[config.mk]
export PLATFORM = sky130hd
export DESIGN_NAME = cfg_chain_loader
export DESIGN_NICKNAME = d
export VERILOG_FILES = /design/src/rtl/cfgld_pkg.sv /design/src/rtl/cfgld_symtab.sv /design/src/rtl/cfgld_seq.sv /design/src/rtl/cfg_chain_loader.sv
export SDC_FILE = /design/constraint.sdc
export NUM_CORES = 1
export LEC_CHECK = 0
export BUFFER_PORTS_ARGS = -buffer_cell sky130_fd_sc_hd__buf_2
export CAP_MARGIN = 20
export CORE_ASPECT_RATIO = 0.5
export CORE_MARGIN = 1.5
export CORE_UTILIZATION = 40
export CTS_CLUSTER_SIZE = 16
export DETAILED_ROUTE_END_ITERATION = 8
export PLACE_DENSITY = 0.69
export SLEW_MARGIN = 40
export SYNTH_ARGS = -nofsm -noshare
export SYNTH_HDL_FRONTEND = slang
export SYNTH_SLANG_ARGS = --single-unit
[constraint.sdc]
create_clock -name clk -period 3.3 [get_ports clk]
set_input_delay 0.33 -clock clk [delete_from_list [all_inputs] [get_ports clk]]
set_output_delay 0.33 -clock clk [all_outputs]
set_load 0.005 [all_outputs]
[src/rtl/cfgld_pkg.sv]
package cfgld_pkg;

    localparam int CODE_W = 3;

    typedef enum logic [2:0] {
        ST_IDLE,
        ST_SETUP,
        ST_HIGH,
        ST_LOW,
        ST_TAIL
    } ld_state_e;

    // returns {undefined, code}
    function automatic logic [CODE_W:0] encode_sym(input logic [7:0] ch);
        logic [CODE_W:0] r;
        case (ch)
            8'h2E:   r = 4'b0_000;
            8'h2B:   r = 4'b0_001;
            8'h2D:   r = 4'b0_010;
            8'h7C:   r = 4'b0_011;
            8'h31:   r = 4'b0_100;
            8'h30:   r = 4'b0_101;
            8'h59:   r = 4'b0_110;
            8'h4E:   r = 4'b0_111;
            default: r = 4'b1_000;
        endcase
        return r;
    endfunction

endpackage

[src/rtl/cfgld_symtab.sv]
module cfgld_symtab
    import cfgld_pkg::*;
#(
    parameter int N_CELLS = 8,
    parameter int AW      = $clog2(N_CELLS)
) (
    input  logic              clk,
    input  logic              rst_n,
    input  logic              wr_en,
    input  logic [AW-1:0]     wr_idx,
    input  logic [7:0]        wr_char,
    input  logic              lock,
    input  logic [AW-1:0]     rd_idx,
    output logic [CODE_W-1:0] rd_code,
    output logic              any_bad
);

    localparam int FLAT_W = N_CELLS * CODE_W;

    logic [FLAT_W-1:0]  code_flat;
    logic [N_CELLS-1:0] bad_vec;
    logic [CODE_W:0]    enc;

    assign enc = encode_sym(wr_char);

    for (genvar g = 0; g < N_CELLS; g++) begin : g_cell
        always_ff @(posedge clk) begin
            if (!rst_n) begin
                code_flat[g*CODE_W +: CODE_W] <= '0;
                bad_vec[g]                    <= 1'b0;
            end else if (wr_en && !lock && wr_idx == AW'(g)) begin
                code_flat[g*CODE_W +: CODE_W] <= enc[CODE_W-1:0];
                bad_vec[g]                    <= enc[CODE_W];
            end
        end
    end

    assign rd_code = code_flat[rd_idx*CODE_W +: CODE_W];
    assign any_bad = |bad_vec;

    assert_locked_write_R8: assert property (@(posedge clk) disable iff (!rst_n)
        (wr_en && lock) |=> ($stable(code_flat) && $stable(bad_vec)));

endmodule

[src/rtl/cfgld_seq.sv]
module cfgld_seq
    import cfgld_pkg::*;
#(
    parameter int N_CELLS = 8,
    parameter int TIME_W  = 8,
    parameter int AW      = $clog2(N_CELLS)
) (
    input  logic              clk,
    input  logic              rst_n,
    input  logic              start,
    input  logic [TIME_W-1:0] hi_cycles,
    input  logic [TIME_W-1:0] lo_cycles,
    input  logic [CODE_W-1:0] cur_code,
    input  logic              any_bad,
    output logic [AW-1:0]     rd_idx,
    output logic              chain_bit,
    output logic              chain_strobe,
    output logic              chain_reset,
    output logic              busy,
    output logic              done,
    output logic              sym_err
);

    localparam logic [AW-1:0] LAST_CELL = AW'(N_CELLS - 1);
    localparam logic [1:0]    TOP_BIT   = 2'(CODE_W - 1);

    ld_state_e         state_q;
    logic [TIME_W-1:0] cnt_q, hi_q, lo_q;
    logic [AW-1:0]     cell_q;
    logic [1:0]        bit_q;
    logic              done_q, err_q;
    logic              last_bit;

    assign last_bit = (cell_q == '0) && (bit_q == 2'd0);

    // state register process
    always_ff @(posedge clk) begin
        if (!rst_n) begin
            state_q <= ST_IDLE;
            cnt_q   <= '0;
            hi_q    <= '0;
            lo_q    <= '0;
            cell_q  <= '0;
            bit_q   <= '0;
            done_q  <= 1'b0;
            err_q   <= 1'b0;
        end else begin
            unique case (state_q)
                ST_IDLE: if (start) begin
                    hi_q    <= (hi_cycles == '0) ? TIME_W'(1) : hi_cycles;
                    lo_q    <= (lo_cycles == '0) ? TIME_W'(1) : lo_cycles;
                    cell_q  <= LAST_CELL;
                    bit_q   <= TOP_BIT;
                    err_q   <= any_bad;
                    done_q  <= 1'b0;
                    state_q <= ST_SETUP;
                end
                ST_SETUP: begin
                    cnt_q   <= TIME_W'(1);
                    state_q <= ST_HIGH;
                end
                ST_HIGH: begin
                    if (cnt_q == hi_q) begin
                        cnt_q <= TIME_W'(1);
                        if (last_bit) begin
                            state_q <= ST_TAIL;
                        end else begin
                            if (bit_q == 2'd0) begin
                                bit_q  <= TOP_BIT;
                                cell_q <= cell_q - AW'(1);
                            end else begin
                                bit_q <= bit_q - 2'd1;
                            end
                            state_q <= ST_LOW;
                        end
                    end else begin
                        cnt_q <= cnt_q + TIME_W'(1);
                    end
                end
                ST_LOW: begin
                    if (cnt_q == lo_q) begin
                        cnt_q   <= TIME_W'(1);
                        state_q <= ST_HIGH;
                    end else begin
                        cnt_q <= cnt_q + TIME_W'(1);
                    end
                end
                ST_TAIL: begin
                    done_q  <= 1'b1;
                    state_q <= ST_IDLE;
                end
                default: state_q <= ST_IDLE;
            endcase
        end
    end

    // output process
    always_comb begin
        chain_strobe = (state_q == ST_HIGH);
        chain_reset  = (state_q != ST_IDLE);
        busy         = (state_q != ST_IDLE);
        chain_bit    = (state_q != ST_IDLE) ? cur_code[bit_q] : 1'b0;
        rd_idx       = cell_q;
        done         = done_q;
        sym_err      = err_q;
    end

    assert_strobe_in_reset_R4: assert property (@(posedge clk) disable iff (!rst_n)
        chain_strobe |-> chain_reset);

    assert_release_with_done_R4: assert property (@(posedge clk) disable iff (!rst_n)
        $rose(done_q) |-> ($past(state_q) == ST_TAIL && !chain_reset));

    assert_bit_setup_R6: assert property (@(posedge clk) disable iff (!rst_n)
        $rose(chain_strobe) |-> $stable(chain_bit));

    assert_busy_start_ignored_R7: assert property (@(posedge clk) disable iff (!rst_n)
        (state_q != ST_IDLE && start) |=> (state_q != ST_SETUP));

    assert_high_bound_R5: assert property (@(posedge clk) disable iff (!rst_n)
        chain_strobe |-> (cnt_q <= hi_q && cnt_q != '0));

endmodule

[src/rtl/cfg_chain_loader.sv]
module cfg_chain_loader
    import cfgld_pkg::*;
#(
    parameter int N_CELLS = 8,
    parameter int TIME_W  = 8,
    parameter int AW      = $clog2(N_CELLS)
) (
    input  logic              clk,
    input  logic              rst_n,
    input  logic              sym_we,
    input  logic [AW-1:0]     sym_addr,
    input  logic [7:0]        sym_char,
    input  logic [TIME_W-1:0] hi_cycles,
    input  logic [TIME_W-1:0] lo_cycles,
    input  logic              start,
    output logic              chain_bit,
    output logic              chain_strobe,
    output logic              chain_reset,
    output logic              busy,
    output logic              done,
    output logic              sym_err
);

    logic [AW-1:0]     rd_idx;
    logic [CODE_W-1:0] cur_code;
    logic              any_bad;

    cfgld_symtab #(.N_CELLS(N_CELLS), .AW(AW)) u_symtab (
        .clk     (clk),
        .rst_n   (rst_n),
        .wr_en   (sym_we),
        .wr_idx  (sym_addr),
        .wr_char (sym_char),
        .lock    (busy),
        .rd_idx  (rd_idx),
        .rd_code (cur_code),
        .any_bad (any_bad)
    );

    cfgld_seq #(.N_CELLS(N_CELLS), .TIME_W(TIME_W), .AW(AW)) u_seq (
        .clk          (clk),
        .rst_n        (rst_n),
        .start        (start),
        .hi_cycles    (hi_cycles),
        .lo_cycles    (lo_cycles),
        .cur_code     (cur_code),
        .any_bad      (any_bad),
        .rd_idx       (rd_idx),
        .chain_bit    (chain_bit),
        .chain_strobe (chain_strobe),
        .chain_reset  (chain_reset),
        .busy         (busy),
        .done         (done),
        .sym_err      (sym_err)
    );

endmodule

### After elaboration in Yosys (flattened, before gate mapping)

Index checks and enable logic that the tools add are counted.

| storage, ports and cells | value |
|---|---|
| bits in registers | 66 |
| input bits | 31 |
| output and inout bits | 6 |
| logic and storage cells | 109 |

| operators by class | value |
|---|---|
| add/subtract/negate cells | 3 |
| $mul | 1 |
| $lt $le $gt $ge | 1 |
| eq/ne operators | 26 |
| shifts and indexed selects | 1 |
| mux-type cells | 26 |
| reduce and logical (&&, ||, !) cells | 27 |

Operators by type and width:

| operator | count |
|---|---|
| 8-bit by 6-bit equality test with 1-bit output, second input constant | 5 |
| 8-bit 2-to-1 mux | 4 |
| 4-bit one-hot mux with 8 select lines | 1 |
| 8-bit by 7-bit equality test with 1-bit output, second input constant | 3 |
| 3-bit 2-to-1 mux | 8 |
| 8-bit one-hot mux with 3 select lines | 1 |
| 24-bit by 6-bit variable part select with 3-bit output | 1 |
| 8-bit equality test | 2 |
| 8-bit zero test | 2 |
| 3-bit equality test, second input constant | 5 |
| 3-bit by 2-bit equality test with 1-bit output, second input constant | 4 |
| 3-bit one-hot mux with 4 select lines | 1 |
| 1-bit logical AND | 10 |
| 3-bit zero test | 3 |
| 8-bit by 1-bit adder with 8-bit output, second input constant | 1 |
| 2-bit 2-to-1 mux | 4 |
| 8-bit OR reduction | 1 |
| 3-bit by 1-bit equality test with 1-bit output, second input constant | 2 |
| 2-bit by 1-bit != test with 1-bit output, second input constant | 3 |
| 3-bit one-hot mux with 2 select lines | 1 |
| 3-bit nonzero test | 2 |
| 3-bit by 2-bit multiplier with 5-bit output, second input constant | 1 |
| 5-bit AND reduction | 1 |
| 2-bit != test, second input constant | 2 |
| 13 further kinds | 17 |

### Depth between registers and ports, before layout

Gate-level depths: netlist (run 1).

| depth | value |
|---|---|
| word-level depth | 5 |
| gate-level depth with buffers | 8 |
| depth with buffers taken out | 7 |

### Cells and area by module

From an unflattened synthesis (run 1), not the netlist that was laid out.

| second synthesis, totals | value |
|---|---|
| cells, all modules | 387 |
| area, all modules | 3442.1 um^2 |

By module, submodules not included:

| module | times used | cells each | area an instance (um^2) | sequential area each (um^2) |
|---|---|---|---|---|
| cfgld_seq | 1 | 226 | 1900.6 | 680.7 |
| cfgld_symtab | 1 | 161 | 1541.5 | 640.6 |

### Worst setup path after synthesis (run 1)

OpenSTA, ideal clock, no wires.

| path | value |
|---|---|
| kind | register to output |
| start point | register u_seq.cell_q[0] (netlist: u_seq.rd_idx[0]) |
| end point | output port chain_bit |
| arrival | 1775 ps |
| data required time | 2970 ps |
| path slack | 1195 ps |
| cell stages (with the launch flop) | 6 |
| path buffers | 1 |
| cells stage by stage | dfxtp_1 > clkbuf_1 > mux4_2 > mux4_2 > nand2_1 > a21oi_1 |

| between the ends | value |
|---|---|
| word-level cells in the longest chain between the ends | 5 |

RTL lines:

| element | line | RTL |
|---|---|---|
| start, declared | cfgld_seq.sv:29 | `logic [AW-1:0] cell_q;` |
| start signal, assigned | cfgld_seq.sv:70 | `cell_q <= cell_q - AW'(1);` |
| 3-bit by 2-bit multiplier with 5-bit output | cfgld_symtab.sv:38 | `assign rd_code = code_flat[rd_idx*CODE_W +: CODE_W];` |
| 24-bit by 6-bit variable part select with 3-bit output | cfgld_symtab.sv:38 |  |
| 1-bit binary-select mux with 2-bit select | cfgld_seq.sv:102 | `chain_bit = (state_q != ST_IDLE) ? cur_code[bit_q] : 1'b0;` |
| 1-bit 2-to-1 mux (implied by the code) | cfgld_seq.sv:102 |  |
| 1-bit 2-to-1 mux | cfgld_seq.sv:102 |  |
| end, declared | cfg_chain_loader.sv:16 | `output logic chain_bit,` |

No other way between the ends. The select of a mux whose other input is x is not followed.

### Worst setup path in the final report (run 1)

Same ends and word-level chain as after synthesis.

==> metrics.md, run 1 <==
| Metric | Value |
|---|---|
| Pre-antenna DRT Iters | 5 |
| Hold Slack | 0.248 ns |
| Final Max Tran Viols | 0 |
| CP top delay family | multiplexers |
| Number of global-route vias before repair | 2,662 |
| PwrDens | approximately 670 nW/um^2 |
| Starting Density | 42.5% |
| Total congestion overflow | 0 |
| Worst VDD drop | 0.000323 V |
| Mapped Cells | 392 |
| Initial antenna violation count | 0 |
| Critical path arrival | between 2 and 2.5 ns |
| Capturing point of the worst reg2reg path | u_symtab.bad_vec[0] |
| Hold Path Class | primary input to flip-flop |
| Max Buffers Root-to-Sink | 2 |
| Post-CTS Resized | 0 |
| Post-synth top area cell | dfxtp_1 |
| Post-synth EDFFs | 0 |
| Hold violation count in the final report | 0 |
| Lkg Pwr | 0.00158 uW |
| Hold Path End | u_seq.hi_q[7] |
| Most common cell after layout, fill and taps aside | dfxtp_1 |
| Top cells by area, synth | dfxtp_1 38%, nand2_1 5.2%, mux4_2 4.5% |
| Critical Path Source Type | flip-flop |
| Post-synthesis sequential area ratio | 37.8% |
| Hold Crit Depth | 3 |
| Root Buffer | clkbuf_16 |
| Period utilization | 79.0% |
| Final estimated routing congestion in global placement | 0.824 |
| Detailed placement HPWL | roughly 5.4 mm |
| Max stage delay on crit path | 0.60 ns |
| Worst slew margin | between 40% and 50% |
| Clk_lat worst skew | 0.33 ns |
| Row cnt | 23 |
| Global-route wire length before repair | 12.8 mm |
| Clock slew at reported path FFs | 0.05 ns |
| Die width | about 140 um |
| Reg2reg start | u_seq.state_q[2] |
| Layout cell share with drive strength beyond 1 | between 15 and 20% |
| Routed vias | 2,921 |
| Core region area | approximately 8200 um^2 |
| Slew @ Worst Pin | 0.765 ns |
| Via density per instance | 5.45 |
| Drt wl/cell | ~14 um |
| Total track usage | between 10% and 20% |
| R2R Setup Slk | 0.97 ns |
| Post-synth top area share | a little under two fifths |
| Syn avg cell area | 8.92 um^2 |
| RSZ-0062 raised after global routing | no |
| Max Cap Viol | 0 |
| Inst Count DP | 520 |
| Most frequent CP cell | mux4_2 |
| CP Depth | 5 |
| Synthesized area | 3500 um^2 |
| H-tree levels | 3 |
| Synth cell types | 64 |
| Yosys reg bits | between 60 and 70 |
| I/O Buffers | 36 |
| Setup TNS | 0 ns |
| I/O Pins | 37 |
| WP buf/inv | 1 |
| P&R area growth vs syn | 14.3% |
| CP cell instances | mux4_2, mux4_2, nand2_1, a21oi_1, buf_2 |
| CTS tree | yes |
| Die Height | about 69 um |
| N_diodes | 0 |
| CP Max Fanout | 8 |
| Crit path time final | 2.61 ns |
| Synth Warn # | 0 |
| Fillers | 814 |
| Clock Sinks | 66 |
| Kind of end point of the critical path | output pin |
| Max Freq | 384 MHz |
| Hold path start | hi_cycles[7] |
| Finished Layout Cells | around 540 |
| Total CTS buffers | 9 |
| Iter 0 DRT Violations | 148 |
| Area of the die | 9350 um^2 |
| Nets | 455 |
| Status | completed |
| Hold buffers post-CTS | 0 |
| Commonest cells after routing, fill and taps aside | 66 x dfxtp_1, 48 x nand2_1, 42 x nor2_1 |
| Antenna viol nets, final | 0 |
| Final clock skew | 0.00552 ns |
| CP required | 2.97 ns |
| Post-Syn Nets | 428 |
| Total setup buffers inserted after CTS | 0 |
| Async set or reset register ratio after synthesis | 0% |
| Cell at the slowest stage of the critical path | dfxtp_1 |
| Setup violators final | 0 |
| Post-Route WL | 7.63 mm |
| Worst reg-to-reg path cell count | 5 |
| Kind of critical path | flip-flop to output pin |
| DRC | 0 |
| Largest net degree at the start of global routing | 43 |
| Main synth FF type | dfxtp_1 |
worst max path at each step:
stage                     startpoint             endpoint  slack [ns]
floorplan            u_seq.rd_idx[0]            chain_bit        1.19
global placement    u_seq.state_q[2]  u_symtab.bad_vec[1]        0.95
detailed placement  u_seq.state_q[2]  u_symtab.bad_vec[0]        1.01
CTS                  u_seq.rd_idx[0]            chain_bit        0.65
global route         u_seq.rd_idx[0]            chain_bit        0.55
finish               u_seq.rd_idx[0]            chain_bit        0.69
worst register-to-register path, cell delays in order, from the launching register on:
cell and delay [ns]:
dfxtp_1 0.37, or4b_1 0.89, nor4_4 0.49, nand3_1 0.20
o22a_1 0.21, nor2_1 0.09
power by group:
group	switching, uW	internal [uW]
registers	117	900
clock network	328	582
logic	435	296
flip-flops by register name, summed over array words and instances, names as in the netlist, 2 cells and up:
| signal | count |
|---|---|
| u_seq.lo_q | 8 |
| u_seq.state_q | 3 |
| u_seq.hi_q | 8 |
| u_seq.bit_q | 2 |
| u_symtab.code_flat | 24 |
| u_seq.rd_idx | 3 |
| u_symtab.bad_vec | 8 |
| u_seq.cnt_q | 8 |
synth_stat cells, types with 2 or more instances:
cell / n
nand3_1: 11
xor2_1: 17
inv_1: 18
nor4b_4: 3
o22ai_1: 5
ha_1: 5
o22a_1: 8
a211oi_2: 4
nand2_1: 48
a21oi_1: 27
nor4bb_1: 2
nand4b_1: 2
o21ai_0: 15
nor3_1: 10
nor3b_1: 4
a31oi_1: 2
clkbuf_1: 15
nand4_1: 3
a211oi_1: 5
o21ba_2: 3
dfxtp_1: 66
mux4_2: 7
o211a_1: 3
nor2_1: 42
a311oi_1: 2
mux2i_1: 10
nor4_1: 9
and2_1: 2
o21a_1: 3
buf_6: 2
buf_4: 2
nor4_4: 3
nor2b_1: 2
and3_1: 2
metal layers:
layer | track usage [%] | vias to the layer above | part of all wire, %
met5 | 0 | - | 0
met4 | 4.66 | 0 | 1.0
met3 | 6.70 | 7 | 4.7
met2 | 26.8 | 55 | 44
met1 | 23.0 | 1387 | 50
li1 | - | 1472 | -
cell type report:
cell class	instances	area (um^2)	share of cell area (%)
Clock buffer	13	240	6.01
Clock inverter	3	40.0	1.00
Inverter	18	67.6	1.69
Multi-Input combinational cell	285	1990	49.7
Sequential cell	66	1320	33.1
Tap cell	112	140	3.51
Timing Repair Buffer	39	203	5.07
kinds of logic after synthesis:
| logic type | after synthesis | synth area share [%] |
|---|---|---|
| and+or+nand+nor | 156 | 25.2 |
| muxes | 18 | 7.69 |
| AOI/OAI and AO/OA | 88 | 17.5 |
| DFF | 66 | 37.8 |
| xor gates and xnor gates | 18 | 4.51 |
| buffers and inverters | 41 | 5.54 |
| adders and majority gates | 5 | 1.79 |
stage by stage:
stage               util [%]  power [uW]  setup slack (ns)  instance area (um^2)
finish                  48.6        2660             0.693                  4000
global route            48.6        2830             0.549                  4000
CTS                     48.5        2680             0.648                  3990
detailed placement      45.1        1760              1.01                  3710
global placement        45.1        1750             0.950                  3710
floorplan                  -        1580              1.19                  3500
No activity file was read; power rests on OpenSTA's default activity.
==> run 2: changes to the inputs <==
Settings changed: ABC_AREA set to 1, PLACE_DENSITY 0.69 to 0.71.
Clock period 3.3 ns to 2.35 ns, I/O delays scaled along.
==> run 2 against run 1 <==
Net effect: sequential power rose by 29%; non-clock buffer count rose by 1; clock skew barely moved; global-route usage rose by 0.75 points; combinational power rose by 26%; worst hold slack got worse by 0.057 ns; synthesized cell count rose by 25%; cell area rose by 0.44%; utilization rose by 0.73 points; area after synthesis fell by 1.9%; register-to-register slack got worse by 0.29 ns; first-iteration DRC count rose by 12%; critical path type unchanged; critical endpoint unchanged.
==> metrics.md, run 2 <==
| Metric | Value |
|---|---|
| RSZ-0062 raised after global routing | no (unchanged) |
| Worst slew margin | 59.4% (was 48.9%) |
| Post-Syn Nets | 526 (was 428) |
| Synth Warn # | 0 (unchanged) |
| Total track usage | 18.2% (was 17.5%) |
| P&R area growth vs syn | 17.1% (was 14.3%) |
| Core region area | 8140 um^2 (was 8230 um^2) |
| Kind of end point of the critical path | output pin (unchanged) |
| Period utilization | 85.9% |
| Max FFs per register | 24 (unchanged) |
| Final clock skew | 0.00597 ns (was 0.00552 ns) |
| Clk_lat worst skew | 0.33 ns (about the same) |
| Post-synth EDFFs | 0 (unchanged) |
| Die Height | 68.5 um (was 69.1 um) |
| Layout cell share with drive strength beyond 1 | 15.5% (was 19.3%) |
| Slew @ Worst Pin | 0.606 ns (was 0.765 ns) |
| Post-synthesis sequential area ratio | 38.5% (was 37.8%) |
| Cell at the slowest stage of the critical path | dfxtp_1 (unchanged) |
| Antenna viol nets, final | 0 (unchanged) |
| Mapped Cells | 490 (was 392) |
| Total congestion overflow | 0 (unchanged) |
| Crit path time final | 2.02 ns |
| Clock slew at reported path FFs | 0.05 ns (about the same) |
| Final Max Tran Viols | 0 (unchanged) |
| N_diodes | 0 (unchanged) |
| Multi-input logic area | 1830 um^2 (was 1990 um^2) |
| Post-synth top area cell | dfxtp_1 (unchanged) |
| Hold Slack | 0.191 ns (was 0.248 ns) |
| Nets | 560 (was 455) |
| Initial antenna violation count | 0 (unchanged) |
| Hold violation count in the final report | 0 (unchanged) |
| I/O Pins | 37 (unchanged) |
| Synthesized area | 3430 um^2 (was 3500 um^2) |
| CP required | 2.12 ns (was 2.97 ns) |
| Max Cap Viol | 0 (unchanged) |
| Max stage delay on crit path | 0.49 ns (was 0.60 ns) |
| Post-synth top area share | 38.5% (was 37.8%) |
| Total setup buffers inserted after CTS | 0 (unchanged) |
| Iter 0 DRT Violations | 166 (was 148) |
| Global-route wire length before repair | 13.1 mm (was 12.8 mm) |
| Die width | 134 um (was 135 um) |
| Lkg Pwr | 0.00179 uW (was 0.00158 uW) |
| Starting Density | 42.1% (was 42.5%) |
| H-tree levels | 3 (unchanged) |
| Critical Path Source Type | flip-flop (unchanged) |
| Status | completed (unchanged) |
| Final estimated routing congestion in global placement | 0.905 (was 0.824) |
| CP top delay family | flip-flops (was multiplexers) |
| CP Max Fanout | 10 (was 8) |
| Pre-antenna DRT Iters | 5 (unchanged) |
| Kind of critical path | flip-flop to output pin (unchanged) |
| PwrDens | 911 nW/um^2 (was 665 nW/um^2) |
| Row cnt | 23 (unchanged) |
| CP cell instances | inv_1, nor2_1, o21ai_0, nand3_1, nand3_1, nand2_1, nand2_1, a21oi_1, buf_2 (was mux4_2, mux4_2, nand2_1, a21oi_1, buf_2) |
| Via density per instance | 5.02 (was 5.45) |
| Worst VDD drop | 0.000400 V (was 0.000323 V) |
| Max Freq | 496 MHz |
| CTS tree | yes (unchanged) |
| Largest Register | u_symtab.code_flat (unchanged) |
| Async set or reset register ratio after synthesis | 0% (unchanged) |
| I/O Buffers | 36 (unchanged) |
| Hold Path Class | primary input to flip-flop (unchanged) |
| Number of global-route vias before repair | 2,913 (was 2,662) |
| Post-Route WL | 7.71 mm (was 7.63 mm) |
| Detailed placement HPWL | 5.53 mm (was 5.43 mm) |
| Top cells by area, synth | dfxtp_1 39%, nand2_1 13%, a21oi_1 8.3% (was dfxtp_1 38%, nand2_1 5.2%, mux4_2 4.5%) |
| Critical path arrival | 1.78 ns (was 2.28 ns) |
| FF+latch area | 1320 um^2 (unchanged) |
| Main synth FF type | dfxtp_1 (unchanged) |
| Synth cell count leaders | 117 x nand2_1, 66 x dfxtp_1, 57 x a21oi_1, 46 x inv_1 (was 66 x dfxtp_1, 48 x nand2_1, 42 x nor2_1, 27 x a21oi_1, 18 x inv_1) |
| Commonest cells after routing, fill and taps aside | 117 x nand2_1, 66 x dfxtp_1, 57 x a21oi_1 (was 66 x dfxtp_1, 48 x nand2_1, 42 x nor2_1) |
| Max Buffers Root-to-Sink | 2 (unchanged) |
| DRC | 0 (unchanged) |
| Setup TNS | 0 ns (unchanged) |
| Yosys reg bits | 66 (unchanged) |
| Clock Sinks | 66 (unchanged) |
| Root Buffer | clkbuf_16 (unchanged) |
| Area of the die | 9170 um^2 (was 9350 um^2) |
| Most common cell after layout, fill and taps aside | nand2_1 (was dfxtp_1) |
| Syn avg cell area | 7.00 um^2 (was 8.92 um^2) |
| Drt wl/cell | 12.1 um (was 14.2 um) |
| Post-CTS Resized | 0 (unchanged) |
| Largest net degree at the start of global routing | 48 (was 43) |
| Hold buffers post-CTS | 0 (unchanged) |
| Synth cell types | 32 (was 64) |
| Fillers | 785 (was 814) |
| Routed vias | 3,214 (was 2,921) |
| Total CTS buffers | 9 (unchanged) |
| Setup violators final | 0 (unchanged) |
| WP buf/inv | 2 (was 1) |
| Cell with the most instances after synthesis | nand2_1 (was dfxtp_1) |
-- run 2: worst paths after layout --
path	start	end	slack [ns]	cells after the start
worst max-delay path	u_seq.rd_idx[1]	chain_bit	0.33	9
worst min-delay path	hi_cycles[3]	u_seq.hi_q[3]	0.19	3
worst max register to register	u_seq.rd_idx[1]	u_seq.bit_q[0]	0.68	9
worst min register to register	u_seq.hi_q[1]	u_seq.hi_q[1]	0.47	2
-- run 2: per-stage QoR --
stage          total power [uW]  util, %  area, um^2  cells  worst slack [ns]
6_report                   3660     49.3        4020    640             0.332
5_1_grt                    3870     49.3        4020    640             0.113
4_1_cts                    3680     49.3        4020    640             0.339
3_5_place_dp               2250     45.3        3690    625             0.703
3_3_place_gp               2240     45.3        3690    625             0.710
2_1_floorplan              2040        -        3430    490             0.890
-- run 2: worst register-to-register path: stages (launching register included) --
cell     delay [ns]
dfxtp_1        0.49
inv_1          0.17
ha_1           0.21
nand3_1        0.07
inv_1          0.06
nor2_1         0.10
nand3_1        0.15
nand2_1        0.12
nand3_1        0.07
a21oi_1        0.13
-- run 2: cell families (layout without fill, tap and decap cells) --
group                    count (synthesis)  count (layout)  synth area share [%]
AND/OR/NAND/NOR                        224             224                  30.5
buffers and inverters                   68             106                  8.17
adder cells (fa/ha/maj)                  5               5                  1.82
flip-flops                              66              66                  38.5
AO/OA/AOI/OAI                          116             116                  18.1
XOR/XNOR                                11              11                  2.81
-- run 2: per-layer routing --
layer / vias to the layer above / share of wire, % / GRT usage, %
li1: 1689 / - / -
met2: 63 / 48 / 32.7
met4: 0 / 1.7 / 8.42
met5: - / 0 / 0
met3: 15 / 3.9 / 4.30
met1: 1447 / 47 / 21.3
-- run 2: layout make-up --
type	instances	share of cell area (%)
well taps	112	3.49
flip-flops and latches	66	32.9
inverters	51	4.77
repair buffers	40	5.24
clock buffers	14	7.32
multi-input cells	356	45.5
clock inverters	1	0.748
-- run 2: power by group --
| part | internal (uW) | switching (uW) | leakage [uW] |
|---|---|---|---|
| clock network | 959 | 459 | 0.000161 |
| registers | 1230 | 87.7 | 0.000538 |
| logic | 327 | 595 | 0.00109 |
==> run 3: changes to the inputs <==
Settings changed: PLACE_DENSITY 0.71 to 0.66.
==> run 3 against run 2 <==
Net effect: register-to-register slack lost 0.12 ns; sequential share of layout area grew 0.21 points; sequential power is essentially flat; worst setup slack is essentially flat; total power shrank 2.3%; clock-buffer cell count is the same; utilization shrank 0.31 points; clock skew shrank 0.0017 ns; non-clock buffer count is the same; critical endpoint unchanged; largest power group unchanged.
==> metrics.md, run 3 (synthesized netlist as in run 2, its figures left out) <==
| Metric | Value |
|---|---|
| Status | completed (unchanged) |
| Post-placement setup slack | 0.615 ns (was 0.703 ns) |
| Worst VDD drop | 0.000445 V (was 0.000400 V) |
| Largest Register | u_symtab.code_flat (unchanged) |
| Final Max Tran Viols | 0 (unchanged) |
| Final clock skew | 0.00428 ns (was 0.00597 ns) |
| Hold buffers post-CTS | 0 (unchanged) |
| Clock slew at reported path FFs | 0.05 ns (about the same) |
| Row cnt | 23 (unchanged) |
| Kind of critical path | flip-flop to output pin (unchanged) |
| Cell at the slowest stage of the critical path | dfxtp_1 (unchanged) |
| Clk_lat worst skew | 0.33 ns (about the same) |
| Slew @ Worst Pin | 0.626 ns (was 0.606 ns) |
| R2R Setup Slk | 0.56 ns (was 0.68 ns) |
| Total CTS buffers | 9 (unchanged) |
| Iter 0 DRT Violations | 186 (was 166) |
| N_diodes | 0 (unchanged) |
| Hold Path Class | primary input to flip-flop (unchanged) |
| Core region area | 8140 um^2 (unchanged) |
| Max FFs per register | 24 (unchanged) |
| RSZ-0062 raised after global routing | no (unchanged) |
| Lkg Pwr | 0.00178 uW (was 0.00179 uW) |
| Commonest cells after routing, fill and taps aside | 117 x nand2_1, 66 x dfxtp_1, 57 x a21oi_1 (unchanged) |
| Critical path arrival | 1.78 ns (about the same) |
| Detailed placement HPWL | 5.53 mm (about the same) |
| Most common cell after layout, fill and taps aside | nand2_1 (unchanged) |
| Hold Crit Depth | 3 (unchanged) |
| Worst setup margin | 0.332 ns (about the same) |
| PwrDens | 895 nW/um^2 (was 911 nW/um^2) |
| I/O Pins | 37 (unchanged) |
| WP buf/inv | 2 (unchanged) |
| Root Buffer | clkbuf_16 (unchanged) |
| Global-route wire length before repair | 12.9 mm (was 13.1 mm) |
| Setup violators final | 0 (unchanged) |
| Via density per instance | 4.87 (was 5.02) |
| Max Cap Viol | 0 (unchanged) |
| Max Freq | 496 MHz (about the same) |
| Routed vias | 3,119 (was 3,214) |
| Area of the die | 9170 um^2 (unchanged) |
| Setup TNS | 0 ns (unchanged) |
| Max stage delay on crit path | 0.51 ns (was 0.49 ns) |
| Drt wl/cell | 12.1 um (about the same) |
| Hold Path End | u_seq.hi_q[7] (was u_seq.hi_q[3]) |
| Number of global-route vias before repair | 2,770 (was 2,913) |
| Initial antenna violation count | 0 (unchanged) |
| Die Height | 68.5 um (unchanged) |
| Capturing point of the worst reg2reg path | u_seq.bit_q[0] (unchanged) |
| H-tree levels | 3 (unchanged) |
| Starting Density | 42.1% (unchanged) |
| Period utilization | 85.9% (about the same) |
| Layout cell share with drive strength beyond 1 | 15.1% (was 15.5%) |
| Hold Slack | 0.184 ns (was 0.191 ns) |
| Post-CTS Resized | 0 (unchanged) |
| Kind of end point of the critical path | output pin (unchanged) |
| CP required | 2.12 ns (about the same) |
| Pre-antenna DRT Iters | 4 (was 5) |
| DRC | 0 (unchanged) |
| Largest net degree at the start of global routing | 48 (unchanged) |
| CP top delay family | flip-flops (unchanged) |
| Reg2reg start | u_seq.rd_idx[1] (unchanged) |
| Final estimated routing congestion in global placement | 0.852 (was 0.905) |
| Hold path start | hi_cycles[7] (was hi_cycles[3]) |
| Fillers | 810 (was 785) |
| Post-Route WL | 7.76 mm (was 7.71 mm) |
| Crit path time final | 2.02 ns (about the same) |
| Total track usage | 18.4% (was 18.2%) |
| P&R area growth vs syn | 16.3% (was 17.1%) |
| Nets | 560 (unchanged) |
| I/O Buffers | 36 (unchanged) |
| Max Buffers Root-to-Sink | 2 (unchanged) |
| CTS tree | yes (unchanged) |
| Antenna viol nets, final | 0 (unchanged) |
| CP cell instances | inv_1, nor2_1, o21ai_0, nand3_1, nand3_1, nand2_1, nand2_1, a21oi_1, buf_2 (unchanged) |
| Critical Path Source Type | flip-flop (unchanged) |
| CP Max Fanout | 10 (unchanged) |
| Die width | 134 um (unchanged) |
| Hold violation count in the final report | 0 (unchanged) |
| Total setup buffers inserted after CTS | 0 (unchanged) |
| Total congestion overflow | 0 (unchanged) |
| Worst reg-to-reg path cell count | 9 (unchanged) |
| Worst slew margin | 58.0% (was 59.4%) |
| Clock Sinks | 66 (unchanged) |
run 3: how the worst max path moves through the flow:
stage,startpoint,endpoint,depth (start not counted)
after floorplan,u_seq.rd_idx[0],u_seq.bit_q[0],10
after global placement,u_seq.rd_idx[1],u_seq.bit_q[0],9
after detailed placement,u_seq.rd_idx[1],u_seq.bit_q[0],9
after CTS,u_seq.rd_idx[1],chain_bit,9
after global routing,u_seq.rd_idx[0],chain_bit,10
final,u_seq.rd_idx[1],chain_bit,9
run 3: where the power goes:
group	switching (uW)	internal, uW
sequential	91.4	1230
combinational	587	327
clock	462	877
run 3: stage by stage:
stage / instances / power (uW) / area (um^2) / util, %
final: 641 / 3570 / 3990 / 49.0
after CTS: 641 / 3600 / 3990 / 49.0
after global placement: 625 / 2250 / 3690 / 45.3
after detailed placement: 625 / 2260 / 3690 / 45.3
after global routing: 641 / 3800 / 3990 / 49.0
after floorplan: 490 / 2040 / 3430 / -
run 3: routing by layer:
layer | track usage, % | part of all wire (%)
met1 | 22.6 | 49
met3 | 6.00 | 3.2
met4 | 6.52 | 1.1
met2 | 30.9 | 46
met5 | 0 | 0
run 3: worst register-to-register path, delay by kind of cell, from the launching register on:
family / cells / cell delay, ns
AO/OA/AOI/OAI: 1 / 0.12
buffers and inverters: 2 / 0.25
flip-flops: 1 / 0.51
adder cells (fa/ha/maj): 1 / 0.22
AND/OR/NAND/NOR: 5 / 0.61
run 3: cell type report:
class	instances	area (um^2)	share of cell area, %
inverters	51	191	4.80
clock inverters	2	35.0	0.878
clock buffers	14	264	6.62
flip-flops and latches	66	1320	33.1
well taps	112	140	3.51
multi-input cells	356	1830	45.8
repair buffers	40	210	5.27
